## src/rtl/rcm_pkg.sv

```systemverilog
package rcm_pkg;

    localparam logic [1:0] CMD_NOP = 2'b00;
    localparam logic [1:0] CMD_REF = 2'b01;

    typedef enum logic [1:0] {
        CAUSE_NONE      = 2'b00,
        CAUSE_DEADLINE  = 2'b01,
        CAUSE_BURST_CMD = 2'b10,
        CAUSE_CKE       = 2'b11
    } cause_e;

    typedef enum logic [1:0] {
        ST_OFF    = 2'b00,
        ST_STEADY = 2'b01,
        ST_BURST  = 2'b10,
        ST_FAULT  = 2'b11
    } mon_state_e;

endpackage

```

## src/rtl/rcm_gap_timer.sv

```systemverilog
module rcm_gap_timer #(
    parameter int LIMIT = 5280
) (
    input  logic clk,
    input  logic rst_n,
    input  logic clr,
    input  logic inc,
    output logic expire_next
);
    localparam int W = $clog2(LIMIT + 1);
    localparam logic [W-1:0] LIM_V  = W'(LIMIT);
    localparam logic [W-1:0] LAST_V = W'(LIMIT - 1);

    logic [W-1:0] cnt;

    always_ff @(posedge clk) begin
        if (!rst_n) begin
            cnt <= '0;
        end else if (clr) begin
            cnt <= '0;
        end else if (inc && (cnt < LIM_V)) begin
            cnt <= cnt + 1'b1;
        end
    end

    // one more advance would reach the limit
    assign expire_next = (cnt >= LAST_V);

endmodule

```

## src/rtl/rcm_burst_tracker.sv

```systemverilog
module rcm_burst_tracker #(
    parameter int NREF = 4
) (
    input  logic clk,
    input  logic rst_n,
    input  logic preset,
    input  logic restart,
    input  logic adv,
    output logic last
);
    localparam int W = $clog2(NREF + 1);
    localparam logic [W-1:0] FULL_V = W'(NREF);
    localparam logic [W-1:0] LAST_V = W'(NREF - 1);

    logic [W-1:0] cnt;

    always_ff @(posedge clk) begin
        if (!rst_n) begin
            cnt <= FULL_V;
        end else if (preset) begin
            cnt <= FULL_V;
        end else if (restart) begin
            cnt <= '0;
        end else if (adv && (cnt < FULL_V)) begin
            cnt <= cnt + 1'b1;
        end
    end

    // the next refresh fills the burst
    assign last = (cnt == LAST_V);

endmodule

```

## src/rtl/refresh_cadence_monitor.sv

```systemverilog
module refresh_cadence_monitor
    import rcm_pkg::*;
#(
    parameter int REFI = 1560,
    parameter int RFC  = 320,
    parameter int NREF = 4
) (
    input  logic       clk,
    input  logic       rst_n,
    input  logic       init_done,
    input  logic       cke,
    input  logic [1:0] cmd,
    output logic       mon_active,
    output logic       viol,
    output logic [1:0] viol_cause
);
    localparam int GAP_LIMIT = NREF * REFI - (NREF - 1) * RFC;

    mon_state_e st, st_n;
    cause_e     cause_q, fault_code;

    logic gap_clr, gap_inc, gap_expire;
    logic b_preset, b_restart, b_adv, b_last;

    rcm_gap_timer #(.LIMIT(GAP_LIMIT)) u_gap (
        .clk        (clk),
        .rst_n      (rst_n),
        .clr        (gap_clr),
        .inc        (gap_inc),
        .expire_next(gap_expire)
    );

    rcm_burst_tracker #(.NREF(NREF)) u_burst (
        .clk    (clk),
        .rst_n  (rst_n),
        .preset (b_preset),
        .restart(b_restart),
        .adv    (b_adv),
        .last   (b_last)
    );

    // state register and latched cause
    always_ff @(posedge clk) begin
        if (!rst_n) begin
            st      <= ST_OFF;
            cause_q <= CAUSE_NONE;
        end else begin
            st <= st_n;
            if ((st != ST_FAULT) && (st_n == ST_FAULT)) begin
                cause_q <= fault_code;
            end
        end
    end

    // transitions and counter controls
    always_comb begin
        st_n       = st;
        fault_code = CAUSE_NONE;
        gap_clr    = 1'b0;
        gap_inc    = 1'b0;
        b_preset   = 1'b0;
        b_restart  = 1'b0;
        b_adv      = 1'b0;
        unique case (st)
            ST_OFF: begin
                if (init_done) begin
                    st_n     = ST_STEADY;
                    gap_clr  = 1'b1;
                    b_preset = 1'b1;
                end
            end
            ST_STEADY: begin
                if (!init_done) begin
                    st_n = ST_OFF;
                end else if (!cke) begin
                    st_n       = ST_FAULT;
                    fault_code = CAUSE_CKE;
                end else if (cmd == CMD_REF) begin
                    st_n      = ST_BURST;
                    gap_clr   = 1'b1;
                    b_restart = 1'b1;
                end else if (gap_expire) begin
                    st_n       = ST_FAULT;
                    fault_code = CAUSE_DEADLINE;
                end else begin
                    gap_inc = 1'b1;
                end
            end
            ST_BURST: begin
                if (!init_done) begin
                    st_n = ST_OFF;
                end else if (!cke) begin
                    st_n       = ST_FAULT;
                    fault_code = CAUSE_CKE;
                end else if (cmd == CMD_REF) begin
                    gap_clr = 1'b1;
                    b_adv   = 1'b1;
                    if (b_last) begin
                        st_n = ST_STEADY;
                    end
                end else if (cmd == CMD_NOP) begin
                    gap_inc = 1'b1;
                end else begin
                    st_n       = ST_FAULT;
                    fault_code = CAUSE_BURST_CMD;
                end
            end
            ST_FAULT: begin
                st_n = ST_FAULT;
            end
        endcase
    end

    // outputs
    always_comb begin
        mon_active = (st == ST_STEADY) || (st == ST_BURST);
        viol       = (st == ST_FAULT);
        viol_cause = cause_q;
    end

endmodule

```

## config.mk

```make
export PLATFORM = sky130hd
export DESIGN_NAME = refresh_cadence_monitor
export DESIGN_NICKNAME = d
export VERILOG_FILES = /design/src/rtl/rcm_pkg.sv /design/src/rtl/rcm_gap_timer.sv /design/src/rtl/rcm_burst_tracker.sv /design/src/rtl/refresh_cadence_monitor.sv
export SDC_FILE = /design/constraint.sdc
export NUM_CORES = 1
export LEC_CHECK = 0
export ABC_AREA = 0
export ABC_CLOCK_PERIOD_IN_PS = 2200
export CORE_MARGIN = 5
export CORE_UTILIZATION = 40
export CTS_CLUSTER_DIAMETER = 50
export DETAILED_ROUTE_END_ITERATION = 12
export PLACE_DENSITY = 0.66
export SLEW_MARGIN = 20
export SYNTH_ARGS = -nofsm -noshare
export SYNTH_HDL_FRONTEND = slang
export SYNTH_SLANG_ARGS = --single-unit
```

## constraint.sdc

```tcl
create_clock -name clk -period 2.2 [get_ports clk]
set_clock_uncertainty 0.1 [all_clocks]
set_input_delay 0.55 -clock clk [delete_from_list [all_inputs] [get_ports clk]]
set_output_delay 0.55 -clock clk [all_outputs]
set_load 0.05 [all_outputs]
```

Word-level counts from Yosys, hierarchy flattened
Index checks and enable logic that the tools add are counted.
{"block": "word_totals", "input_bits": 6, "ff_bits": 20, "elab_cells": 68}
{"block": "op_classes", "n_addsub": 2, "order_cmp": 3, "n_eq_ne": 7, "n_mux": 39, "bitwise_logic": 1, "reduce_logical": 11}
{"cell": "two-way mux 2 bit", "n": 16}
{"cell": "two-way mux 1 bit", "n": 17}
{"cell": "adder 13 x 1 -> 13 bit (second input constant)", "n": 1}
{"cell": "greater-or-equal comparator 13 bit (second input constant)", "n": 1}
{"cell": "less-than comparator 13 bit (second input constant)", "n": 1}
{"cell": "one-hot mux 2 bit (4 select lines)", "n": 1}
{"cell": "equality test 2 bit (second input constant)", "n": 3}
{"cell": "two-way mux 3 bit", "n": 2}
{"cell": "OR reduction 2 bit", "n": 3}
{"cell": "equality test 2 x 1 -> 1 bit (second input constant)", "n": 2}
{"cell": "zero test 2 bit", "n": 2}
{"cell": "one-hot mux 1 bit (2 select lines)", "n": 2}
{"cell": "one-hot mux 2 bit (2 select lines)", "n": 1}
{"cell": "adder 3 x 1 -> 3 bit (second input constant)", "n": 1}
{"cell": "equality test 3 x 2 -> 1 bit (second input constant)", "n": 1}
{"cell": "logical AND 1 bit", "n": 3}
{"cell": "less-than comparator 3 bit (second input constant)", "n": 1}
{"cell": "OR reduction 3 bit", "n": 1}
{"cell": "!= test 2 bit (second input constant)", "n": 1}
{"cell": "nonzero test 2 bit", "n": 1}
{"cell": "logical OR 1 bit", "n": 1}
{"cell": "NOT 1 bit", "n": 1}

Depth between registers and ports, before layout
{"block": "depth", "ltp_word": 8, "depth_mapped": 10, "depth_no_buf": 8}

By module
A second synthesis with hierarchy kept.
{"block": "hier_totals", "cells_unflattened": 156, "hier_area_um2": 1251.2}
{"module": "rcm_gap_timer", "instances": 1, "area_per_inst_um2": 669.4, "seq_area_each_um2": 260.2, "cells_each": 80}
{"module": "refresh_cadence_monitor", "instances": 1, "area_per_inst_um2": 426.7, "seq_area_each_um2": 80.1, "cells_each": 60}
{"module": "rcm_burst_tracker", "instances": 1, "area_per_inst_um2": 155.1, "seq_area_each_um2": 60.1, "cells_each": 16}

Least setup slack after synthesis
Ideal clock, no wire load.
{"block": "synth_path", "path_type": "register to register", "start": "reg st[1]", "end": "reg cause_q[0], in the netlist viol_cause[0]", "setup_ns": 0.124, "stages_incl_launch_ff": 9, "synth_period_minus_slack_ns": 2.220, "setup_slack_ns": -0.020, "required_time_ns": 1.976, "path_buffers": 1, "t_arrival_ns": 1.996, "path_cell_list": "dfxtp_1 > ha_1 > clkbuf_1 > mux2_2 > o32ai_1 > a41oi_1 > o32ai_1 > a21boi_1 > o22ai_1"}
{"element": "from (decl)", "line": "refresh_cadence_monitor.sv:19", "text": "mon_state_e st, st_n;"}
{"element": "from (signal assigned)", "line": "refresh_cadence_monitor.sv:48", "text": "st <= st_n;"}
{"element": "equality test 2 bit"}
{"element": "named net viol", "line": "refresh_cadence_monitor.sv:14", "text": "output logic viol,"}
{"element": "one-hot mux 2 bit (4 select lines)", "line": "refresh_cadence_monitor.sv:64", "text": "unique case (st)"}
{"element": "equality test 2 bit", "line": "refresh_cadence_monitor.sv:49", "text": "if ((st != ST_FAULT) && (st_n == ST_FAULT)) begin"}
{"element": "logical AND 1 bit", "line": "refresh_cadence_monitor.sv:49"}
{"element": "to (signal assigned)", "line": "refresh_cadence_monitor.sv:50", "text": "cause_q <= fault_code;"}
{"element": "to (decl)", "line": "refresh_cadence_monitor.sv:20", "text": "cause_e cause_q, fault_code;"}
The timed path passes the listed nets, and every way through them passes these cells.
A chain may end at the register's enable or synchronous reset.

Worst setup path after layout
{"block": "layout_path", "start": "reg st[1]", "end": "out mon_active"}
{"block": "layout_between", "elab_chain_len": 2}
{"element": "equality test 2 x 1 -> 1 bit / equality test 2 bit (equally long branches)", "line": "refresh_cadence_monitor.sv:116", "text": "mon_active = (st == ST_STEADY) || (st == ST_BURST);"}
{"element": "logical OR 1 bit *", "line": "refresh_cadence_monitor.sv:116"}
{"element": "to (decl)", "line": "refresh_cadence_monitor.sv:13", "text": "output logic mon_active,"}
Every way passes the cells marked *; elsewhere a longest branch is shown, timed or not.

==> summary.md <==
| Metric | Value |
|---|---|
| CP Capture Type | output port |
| CTS buffer count | 3 |
| Mapped Avg Cell Area | just over 8 um^2 |
| Initial DRC Count | 136 |
| CP Class | reg2out |
| Fin. Hold Viols | 0 |
| DRC viols | 0 |
| Fillers | 290 |
| Final Max Tran Viols | 0 |
| Wire per inst | 12.9 um |
| Worst-path fanout max | 5 |
| Slew @ Worst Pin | 491 ps |
| Multi-input gate area | between 800 and 900 um^2 |
| Crit path cell chain | buf_4, inv_1, ha_1, buf_4, buf_12 |
| Final Cell Area | around 0.0017 mm^2 |
| Ys Warns | 0 |
| FF/Latch Area | roughly 400 um^2 |
| Critical path arrival | 1460 ps |
| Vias | roughly 1200 |
| EDFF count, synth | 0 |
| Relative slew slack | about 67% |
| Drt pass-1 iters | 5 |
| Psw | approximately 0.23 mW |
| Clock Pin Slew Worst Setup and Hold Paths | roughly 100 ps |
| Internal power | between 0.5 and 0.6 mW |
| I/O pin count | 10 |
| Worst path max stage delay | around 350 ps |
| Clk network pwr share | around a quarter |
| Switching fraction of total power | 28.5% |
| Gate power share | between 20% and 30% |
| Fmax | ~470 MHz |
| Syn_nets | ~170 |
| Seq/Total Area, Yosys | approximately 31% |
| Startpoint types | flip-flop |
| Row cnt | 20 |
| Register bit count reported by yosys | 20 |
| Tmin final | ~2100 ps |
| Global-route wire length before repair | 5260 um |
| Critical path's slowest cell | dfxtp_1 |
| Max-cap violations | 0 |
| Async S/R FF share, synth | 0% |
| Final Core Density | a little over half |
| Starting Density | about two fifths |
| Clock Root Buffer | clkbuf_4 |
| Final WL | roughly 3000 um |
| Fin worst setup slack | ~87 ps |
| Vias in the first global route | 1196 |
| CTS tree | done |
| Via/cell ratio | 5.25 |
| Gr ovfl total | 0 |
| ANT nets after route | 0 |
| Buffers on Ports | 9 |
| Final nets | roughly 200 |
| Status | complete, no violations |
| Clock latency on the worst-skew pair | between 200 and 300 ps |
| Ys flop type | dfxtp_1 |
| Die footprint | between 0.004 and 0.005 mm^2 |
| Final Setup Violations | 0 |
| Deepest clock path buffer count | 2 |
| Place WS | -134 ps |
| Power Dens Cells | 490 mW/mm^2 |
| H-tree depth | 1 |
| Die W | ~67 um |
| Synth Instances | ~150 |
| Sequential Power Share | between 40 and 50% |
| Min-Delay Path Class | reg2reg |
| ANT cells | 0 |
| Peak VDD IR | around 320 uV |
| Layout area overhead | 30.6% |
| DP Area | 0.00160 mm^2 |
| Pleak | approximately 0.68 nW |
| Overall Global Routing Usage | 15.1% |
| Share of layout cells above drive strength 1 | approximately a quarter |
| Synthesized area | between 0.001 and 0.0015 mm^2 |
| Required @ worst endpoint | 1550 ps |
| CTS sink count | 20 |
| Unrepaired setup endpoints after global routing | true |
| Period Utilization, post-route | between 90% and 100% |
| Most frequent cells in the layout | buf_4, dfxtp_1, nor2_1 |
| Worst hold margin | around 390 ps |
| Largest net degree at the start of global routing | 14 |
| Synth cell types | between 40 and 50 |
| Core Area | 0.00305 mm^2 |
| Cell repeated most along the worst path | buf_4 |
| HPWL after detailed placement | about 2400 um |
| Commonest non-fill, non-tap cell in the layout | buf_4 |
| Initial antenna violation count | 0 |
| RePlAce Congestion | 0.913 |
| Die Ht | around 67 um |
cell usage after synthesis (all sizes together), types with 2 or more instances:
| master | instances | area share [%] |
|---|---|---|
| a211oi | 2 | 1.6 |
| a21boi | 2 | 1.2 |
| a21oi | 7 | 2.7 |
| a31oi | 4 | 2.0 |
| a41oi | 2 | 1.4 |
| and2 | 3 | 1.5 |
| and3 | 7 | 3.5 |
| buf | 2 | 1.5 |
| clkbuf | 2 | 0.59 |
| dfxtp | 20 | 31 |
| ha | 8 | 7.8 |
| inv | 7 | 2.1 |
| mux2i | 2 | 1.6 |
| nand2 | 12 | 3.5 |
| nand2b | 2 | 0.98 |
| nand3 | 3 | 1.2 |
| nand4 | 8 | 5.1 |
| nor2 | 18 | 5.3 |
| nor2b | 3 | 1.5 |
| o21ai | 10 | 3.9 |
| o32ai | 2 | 1.4 |
| xnor2 | 3 | 2.1 |
| xor2 | 8 | 5.5 |
metal layers:
| layer | global-route usage (%) | vias up | routed length (um) |
|---|---|---|---|
| li1 | - | 626 | - |
| met1 | 18.7 | 556 | 1370 |
| met2 | 26.2 | 29 | 1470 |
| met3 | 2.53 | 7 | 115 |
| met4 | 5.08 | 0 | 43 |
| met5 | 0 | - | 0 |
layout make-up:
type	count	area share, %
Multi-Input combinational cell	122	50.7
Sequential cell	20	24.0
Timing Repair Buffer	35	18.2
Tap cell	44	3.29
Clock buffer	4	2.17
Inverter	7	1.57
flip-flops by register name, indices dropped and copies added (netlist names):
name and flops:
u_burst.cnt 3, viol_cause 2, st 2, u_gap.cnt 13
logic make-up (layout without fill, tap and decap cells):
kind of cell,Yosys count,after routing,synth area share (%)
buf+inv,12,46,4.79
flops,20,20,31.2
simple gates,63,63,27.1
mux,3,3,2.44
fa+ha+maj,8,8,7.81
xor+xnor,11,11,7.52
compound gates,37,37,19.1
worst max-delay path, delay by kind of cell (launching register included):
family,cells,cell delay (ps)
flip-flops,1,350
buffers and inverters,4,510
adder cells (fa/ha/maj),1,310
stage by stage:
stage	total power, mW	std cells	setup TNS [ps]
2_1_floorplan	0.505	154	0
3_3_place_gp	0.612	227	-794
3_5_place_dp	0.613	227	-1260
4_1_cts	0.829	232	0
5_1_grt	0.872	232	-3.49
6_report	0.819	232	0
path summary, 6_finish.rpt:
kind,depth (start not counted),to,slack (ps),start
setup / recovery,5,mon_active,90,st[1]$_SDFF_PN0_
setup reg to reg,9,u_gap.cnt[12]$_SDFFE_PP0P_,100,st[0]$_SDFF_PN0_
hold / removal,2,viol_cause[1]$_SDFFE_PN0P_,390,viol_cause[1]$_SDFFE_PN0P_
hold reg to reg,2,viol_cause[1]$_SDFFE_PN0P_,390,viol_cause[1]$_SDFFE_PN0P_
what timing repair did:
item,in CTS,in global routing
hold buffers,0,0
pin swaps,2,2
setup endpoints to repair,8,11
setup buffers,1,0
hold endpoints to repair,0,0
resized for setup,5,1
power groups by stage:
stage / Sequential (mW) / Combinational [mW] / Clock, mW
final: 0.371 / 0.241 / 0.207
after global routing: 0.372 / 0.262 / 0.237
after floorplan: 0.382 / 0.123 / 0
after global placement: 0.379 / 0.233 / 0
after detailed placement: 0.379 / 0.234 / 0
after CTS: 0.371 / 0.239 / 0.219
Power figures use the tool's default switching activity.
